[src/rtl/instret_step_trigger.sv]
module instret_step_trigger #(
  parameter int XLEN     = 32,
  parameter int CNT_W    = 14,
  parameter bit ONE_SHOT = 1'b0
) (
  input  logic            clk,
  input  logic            rst_n,
  input  logic            cfg_we,
  input  logic [XLEN-1:0] cfg_wdata,
  input  logic            halt_mode,
  input  logic            retire,
  input  logic [1:0]      priv,
  output logic            fire,
  output logic [5:0]      fire_action,
  output logic [XLEN-1:0] cfg_rdata
);
  localparam int ACT_W  = 6;
  localparam int EN_LO  = ACT_W;
  localparam int EN_HI  = EN_LO + 3;
  localparam int CNT_LO = EN_HI + 1;
  localparam int CNT_HI = CNT_LO + CNT_W - 1;
  localparam int OWN_B  = XLEN - 5;

  logic [3:0]       en_q;
  logic [ACT_W-1:0] act_q;
  logic             own_q;
  logic             fire_q;
  logic [CNT_W-1:0] cnt;
  logic             live, last;

  wire wr_ok = cfg_we && (halt_mode || !own_q);
  wire hit   = retire && en_q[priv];

  logic unused_wbits;
  assign unused_wbits = ^{cfg_wdata[XLEN-1:XLEN-4], cfg_wdata[OWN_B-1:CNT_HI+1]};

  generate
    if (ONE_SHOT) begin : g_one
      logic unused_cnt;
      assign unused_cnt = ^cfg_wdata[CNT_HI:CNT_LO];
      assign cnt  = CNT_W'(1);
      assign live = hit;
      assign last = hit;

      assert_step_clears_R9: assert property (@(posedge clk) disable iff (!rst_n)
        fire |-> en_q == 4'd0);
    end else begin : g_cnt
      logic [CNT_W-1:0] cnt_q;
      always_ff @(posedge clk) begin
        if (!rst_n)      cnt_q <= '0;
        else if (wr_ok)  cnt_q <= cfg_wdata[CNT_HI:CNT_LO];
        else if (live)   cnt_q <= cnt_q - 1'b1;
      end
      assign cnt  = cnt_q;
      assign live = hit && (cnt_q != '0);
      assign last = live && (cnt_q == CNT_W'(1));

      assert_dec_by_one_R3: assert property (@(posedge clk) disable iff (!rst_n)
        (hit && cnt_q != '0 && !wr_ok) |=> cnt_q == $past(cnt_q) - 1'b1);
      assert_zero_holds_R5: assert property (@(posedge clk) disable iff (!rst_n)
        (cnt_q == '0 && !wr_ok) |=> cnt_q == '0);
      assert_write_wins_R6: assert property (@(posedge clk) disable iff (!rst_n)
        wr_ok |=> (cnt_q == $past(cfg_wdata[CNT_HI:CNT_LO])) && !fire);
      assert_fire_at_zero_R4: assert property (@(posedge clk) disable iff (!rst_n)
        fire |-> cnt_q == '0);
    end
  endgenerate

  always_ff @(posedge clk) begin
    if (!rst_n) begin
      en_q   <= '0;
      act_q  <= '0;
      own_q  <= 1'b0;
      fire_q <= 1'b0;
    end else begin
      fire_q <= last && !wr_ok;
      if (wr_ok) begin
        en_q  <= cfg_wdata[EN_HI:EN_LO];
        act_q <= cfg_wdata[ACT_W-1:0];
        if (halt_mode) own_q <= cfg_wdata[OWN_B];
      end else if (ONE_SHOT && live) begin
        en_q <= '0;
      end
    end
  end

  assign fire        = fire_q;
  assign fire_action = act_q;

  always_comb begin
    cfg_rdata                   = '0;
    cfg_rdata[XLEN-1 -: 4]      = 4'd3;
    cfg_rdata[OWN_B]            = own_q;
    cfg_rdata[CNT_HI:CNT_LO]    = cnt;
    cfg_rdata[EN_HI:EN_LO]      = en_q;
    cfg_rdata[ACT_W-1:0]        = act_q;
  end

  assert_pulse_R4: assert property (@(posedge clk) disable iff (!rst_n)
    fire |=> !fire);
  assert_owner_lock_R7: assert property (@(posedge clk) disable iff (!rst_n)
    (own_q && cfg_we && !halt_mode) |=> $stable(cfg_rdata));
  assert_owner_keep_R8: assert property (@(posedge clk) disable iff (!rst_n)
    (cfg_we && !halt_mode) |=> own_q == $past(own_q));
endmodule

[config.mk]
export PLATFORM = sky130hd
export DESIGN_NAME = instret_step_trigger
export DESIGN_NICKNAME = d
export VERILOG_FILES = /design/src/rtl/instret_step_trigger.sv
export SDC_FILE = /design/constraint.sdc
export NUM_CORES = 1
export LEC_CHECK = 0
export BUFFER_PORTS_ARGS = -buffer_cell sky130_fd_sc_hd__buf_2
export CAP_MARGIN = 20
export CORE_AREA = 5 5 69 71
export DETAILED_ROUTE_END_ITERATION = 8
export DIE_AREA = 0 0 74 76
export GPL_TIMING_DRIVEN = 0
export RECOVER_POWER = 25
export SLEW_MARGIN = 0
export SYNTH_ARGS = -nofsm -noshare
export SYNTH_HDL_FRONTEND = slang
export SYNTH_SLANG_ARGS = --single-unit
[constraint.sdc]
create_clock -name clk -period 2.2 [get_ports clk]
set_input_delay 0.55 -clock clk [delete_from_list [all_inputs] [get_ports clk]]
set_output_delay 0.55 -clock clk [all_outputs]
set_load 0.03 [all_outputs]
==> results by group <==
Status
  • Run status: finished, final reports clean

Floorplanning
  • Floorplan Core Area: 4170 sq um
  • Die width: 74 um
  • Starting density of the core: 0.331
  • Die area: 5620 sq um
  • Die height: 76 um
  • Number of top-level design ports: 78
  • Total number of placement rows: 24

Route
  • Wire length per cell: 12.1 um
  • Vias/cell: 4.59
  • Detailed router's first-iteration violation count: 62
  • DRC errors left: 0
  • Detail Route Antenna Nets: 0
  • Detailed-route via count: 1364
  • Drt first pass iters: 4
  • Final wirelength: 3.60 mm

GRT
  • Vias in the first global route: 1256
  • Remaining Overflow, GRT: 0
  • GRT Overall Usage: 0.130
  • Wire length of the first global-routing pass: 5.87 mm
  • Maximum number of pins on one net before global-route repair: 16
  • Number of antenna violations at the first check in global routing: 0

Power
  • Internal Dissipation: 862 uW
  • P_sw: 402 uW
  • Fraction of power consumed by sequential logic: 0.426
  • P per Cell Area: 688 nW/um^2
  • Pwr Total: 1.26 mW
  • Power share of the clock group: 0.321
  • Maximum vdd drop: 0.000271 V
  • Switching share of power: 0.318
  • Leakage power summed over all cells: 0.817 nW
  • Combinational fraction of design power: 0.253

Critical path
  • Nature of the critical path endpoint: register
  • Worst endpoint required time: 2.41 ns
  • Data arrival time of the critical path: 2.21 ns
  • CP bufs+invs: 0
  • Standard cell with the maximum stage delay on the critical path: sky130_fd_sc_hd__nor4_1
  • Peak per-stage delay on the critical path: 0.71 ns
  • Kind of cell adding the most delay to the critical path: simple AND/OR/NAND/NOR gates
  • Critical path class: reg -> reg
  • Kind of start point of the critical path: register
  • Crit Path Max Fanout: 10
  • CP Cell Sequence: nor4_1 -> nand4b_4 -> a311o_1 -> a21oi_1

Logic synthesis
  • Warnings from Yosys: 0
  • Yosys top cell area share: 0.376
  • Main area contributors after synthesis: sky130_fd_sc_hd__dfxtp_1 (38%), sky130_fd_sc_hd__a21oi_1 (8.3%), sky130_fd_sc_hd__buf_4 (7.6%), sky130_fd_sc_hd__nand2_1 (7.3%), sky130_fd_sc_hd__xor2_1 (5.7%)
  • Part of the Yosys area used for sequential elements: 0.376
  • Cell type with the largest total area after synthesis: sky130_fd_sc_hd__dfxtp_1
  • Number of instances in the synthesized netlist: 173
  • Number of synthesized register bits: 26
  • Unique cell type count in the Yosys netlist: 34
  • Syn Std Cell Area: 1380 sq um
  • Post-Syn Area per Cell: 7.99 sq um

Placement
  • Post-DP HPWL: 2.79 mm
  • Global placer's final weighted congestion: 0.693
  • Place WS: 0.106 ns
  • Placed insts: 293
  • Input/output buffers: 63

Clock tree
  • Clock latency on the worst-skew pair: 0.28 ns
  • Count of clock tree sinks: 26
  • TritonCTS clock tree: done
  • Buffer cell driving the clock tree root: sky130_fd_sc_hd__clkbuf_8
  • Max H-tree Level: 1
  • Buffers inserted during post-CTS setup optimization: 0
  • Largest buffer count on any clock path: 2
  • Number of buffers inserted during clock tree synthesis: 3
  • Post-CTS sizing: 0
  • Clock slew seen by the registers of the worst setup and hold paths: 0.10 ns
  • Number of hold buffers added after CTS: 0

STA
  • Worst Tran Pin Value: 0.781 ns
  • Max transition margin: 0.474
  • Final-layout worst hold slack: 0.475 ns
  • Worst Slack Setup Final: 0.207 ns
  • Hold violation total from the final report: 0
  • Setup clock skew after layout: 0.00946 ns
  • Post-route fraction of the period consumed by the critical path: 0.906
  • Count of final max-slew check failures: 0
  • Setup Total Neg Slack: 0 ns
  • Highest attainable clock frequency: 0.502 GHz
  • Final setup violation count: 0
  • Final critical-path required period: 1.99 ns
  • Setup repair after global routing missed its margin: no

Cells and area
  • Count of nets after finishing: 287
  • Share of final-layout standard cells stronger than drive strength 1: 0.298
  • Diodes inserted: 0
  • Post-layout instance count excluding filler cells: 297
  • Layout overhead on the synthesized area: 32.8%

Run
  • Maximum capacitance violations: 0

Min path
  • Worst hold-check path type: reg -> reg
==> power groups by stage <==
stage	clock network (mW)	logic [mW]	registers, mW
after detailed placement	0	0.325	0.550
after CTS	0.414	0.326	0.539
after floorplan	0	0.171	0.604
after global placement	0	0.323	0.549
after global routing	0.430	0.352	0.545
final	0.406	0.319	0.539
==> sequential cells by signal, summed over array words and instances (netlist names) <==
signal and cells:
cnt 14, fire_action 6, en_q 4, fire 1, own_q 1
==> worst paths after layout <==
check	startpoint	endpoint	slack, ns	cells after the start
max	cnt[10]$_SDFFE_PN0P_	cnt[1]$_SDFFE_PN0P_	0.21	4
min	fire_action[1]$_SDFFE_PN0P_	fire_action[1]$_SDFFE_PN0P_	0.48	2
max reg2reg	cnt[10]$_SDFFE_PN0P_	cnt[1]$_SDFFE_PN0P_	0.21	4
min reg2reg	fire_action[1]$_SDFFE_PN0P_	fire_action[1]$_SDFFE_PN0P_	0.48	2
==> worst min-delay path: stages (launching register included) <==
cell,delay (ns)
sky130_fd_sc_hd__dfxtp_1,0.33
sky130_fd_sc_hd__nand2_1,0.05
sky130_fd_sc_hd__a21oi_1,0.05
==> cells by family after synthesis <==
kind of cell               Yosys count  share of synthesized area
adders and majority gates            2                     0.0181
AOI/OAI and AO/OA                   46                      0.189
xor gates and xnor gates            10                     0.0634
other                                2                    0.00543
and+or+nand+nor                     60                      0.227
DFF                                 26                      0.376
buffers and inverters               25                      0.106
muxes                                2                     0.0145
==> layout make-up <==
type,count,area (sq um)
repair buffers,63,298
well taps,52,65.1
plain buffers,21,131
inverters,4,15.0
fillers,464,2340
clock buffers,3,41.3
multi-input cells,127,734
clock inverters,1,30.0
flip-flops and latches,26,520
==> synthesized netlist by cell type <==
cell type / count
sky130_fd_sc_hd__buf_4: 14
sky130_fd_sc_hd__o41ai_1: 1
sky130_fd_sc_hd__nor3_2: 1
sky130_fd_sc_hd__xnor2_1: 1
sky130_fd_sc_hd__o31ai_1: 2
sky130_fd_sc_hd__conb_1: 2
sky130_fd_sc_hd__clkbuf_1: 7
sky130_fd_sc_hd__o22ai_2: 1
sky130_fd_sc_hd__or3b_2: 1
sky130_fd_sc_hd__o21ai_1: 1
sky130_fd_sc_hd__xor2_1: 9
sky130_fd_sc_hd__nand3_1: 9
sky130_fd_sc_hd__a211oi_1: 1
sky130_fd_sc_hd__o21ai_0: 12
sky130_fd_sc_hd__mux2i_1: 2
sky130_fd_sc_hd__o21a_1: 2
sky130_fd_sc_hd__a311o_1: 1
sky130_fd_sc_hd__a31oi_1: 2
sky130_fd_sc_hd__nand4b_4: 1
sky130_fd_sc_hd__or3_1: 1
sky130_fd_sc_hd__nand2b_1: 1
sky130_fd_sc_hd__ha_1: 2
sky130_fd_sc_hd__dfxtp_1: 26
sky130_fd_sc_hd__inv_1: 4
sky130_fd_sc_hd__nand2_1: 27
sky130_fd_sc_hd__or4_4: 1
sky130_fd_sc_hd__nand4_1: 1
sky130_fd_sc_hd__or4_1: 3
sky130_fd_sc_hd__nor4_1: 3
sky130_fd_sc_hd__nor3_1: 2
sky130_fd_sc_hd__nor3b_1: 1
sky130_fd_sc_hd__a21oi_1: 23
sky130_fd_sc_hd__nand3_2: 1
sky130_fd_sc_hd__nor2_1: 7
==> cell usage in the layout, fill, tap and decap left out, types with 3 or more instances in the layout <==
cell type and instances:
sky130_fd_sc_hd__dfxtp_1 26, sky130_fd_sc_hd__nand3_1 9, sky130_fd_sc_hd__buf_4 14, sky130_fd_sc_hd__buf_2 49
sky130_fd_sc_hd__nor2_1 7, sky130_fd_sc_hd__clkbuf_1 21, sky130_fd_sc_hd__a21oi_1 23, sky130_fd_sc_hd__nand2_1 27
sky130_fd_sc_hd__or4_1 3, sky130_fd_sc_hd__inv_1 4, sky130_fd_sc_hd__clkbuf_8 3, sky130_fd_sc_hd__o21ai_0 12
sky130_fd_sc_hd__conb_1 7, sky130_fd_sc_hd__nor4_1 3, sky130_fd_sc_hd__xor2_1 9
==> routing by layer <==
layer / track usage / vias up / part of all wire
li1: - / 727 / -
met4: 0.0543 / 0 / 0.018
met1: 0.177 / 595 / 0.47
met2: 0.199 / 36 / 0.46
met5: 0 / - / 0
met3: 0.0224 / 6 / 0.059
==> per-stage QoR <==
| stage | util | area (sq um) |
|---|---|---|
| 3_3_place_gp | 0.427 | 1780 |
| 6_report | 0.440 | 1840 |
| 5_1_grt | 0.440 | 1840 |
| 4_1_cts | 0.444 | 1850 |
| 2_1_floorplan | - | 1400 |
| 3_5_place_dp | 0.427 | 1780 |
Power figures use the tool's default switching activity.
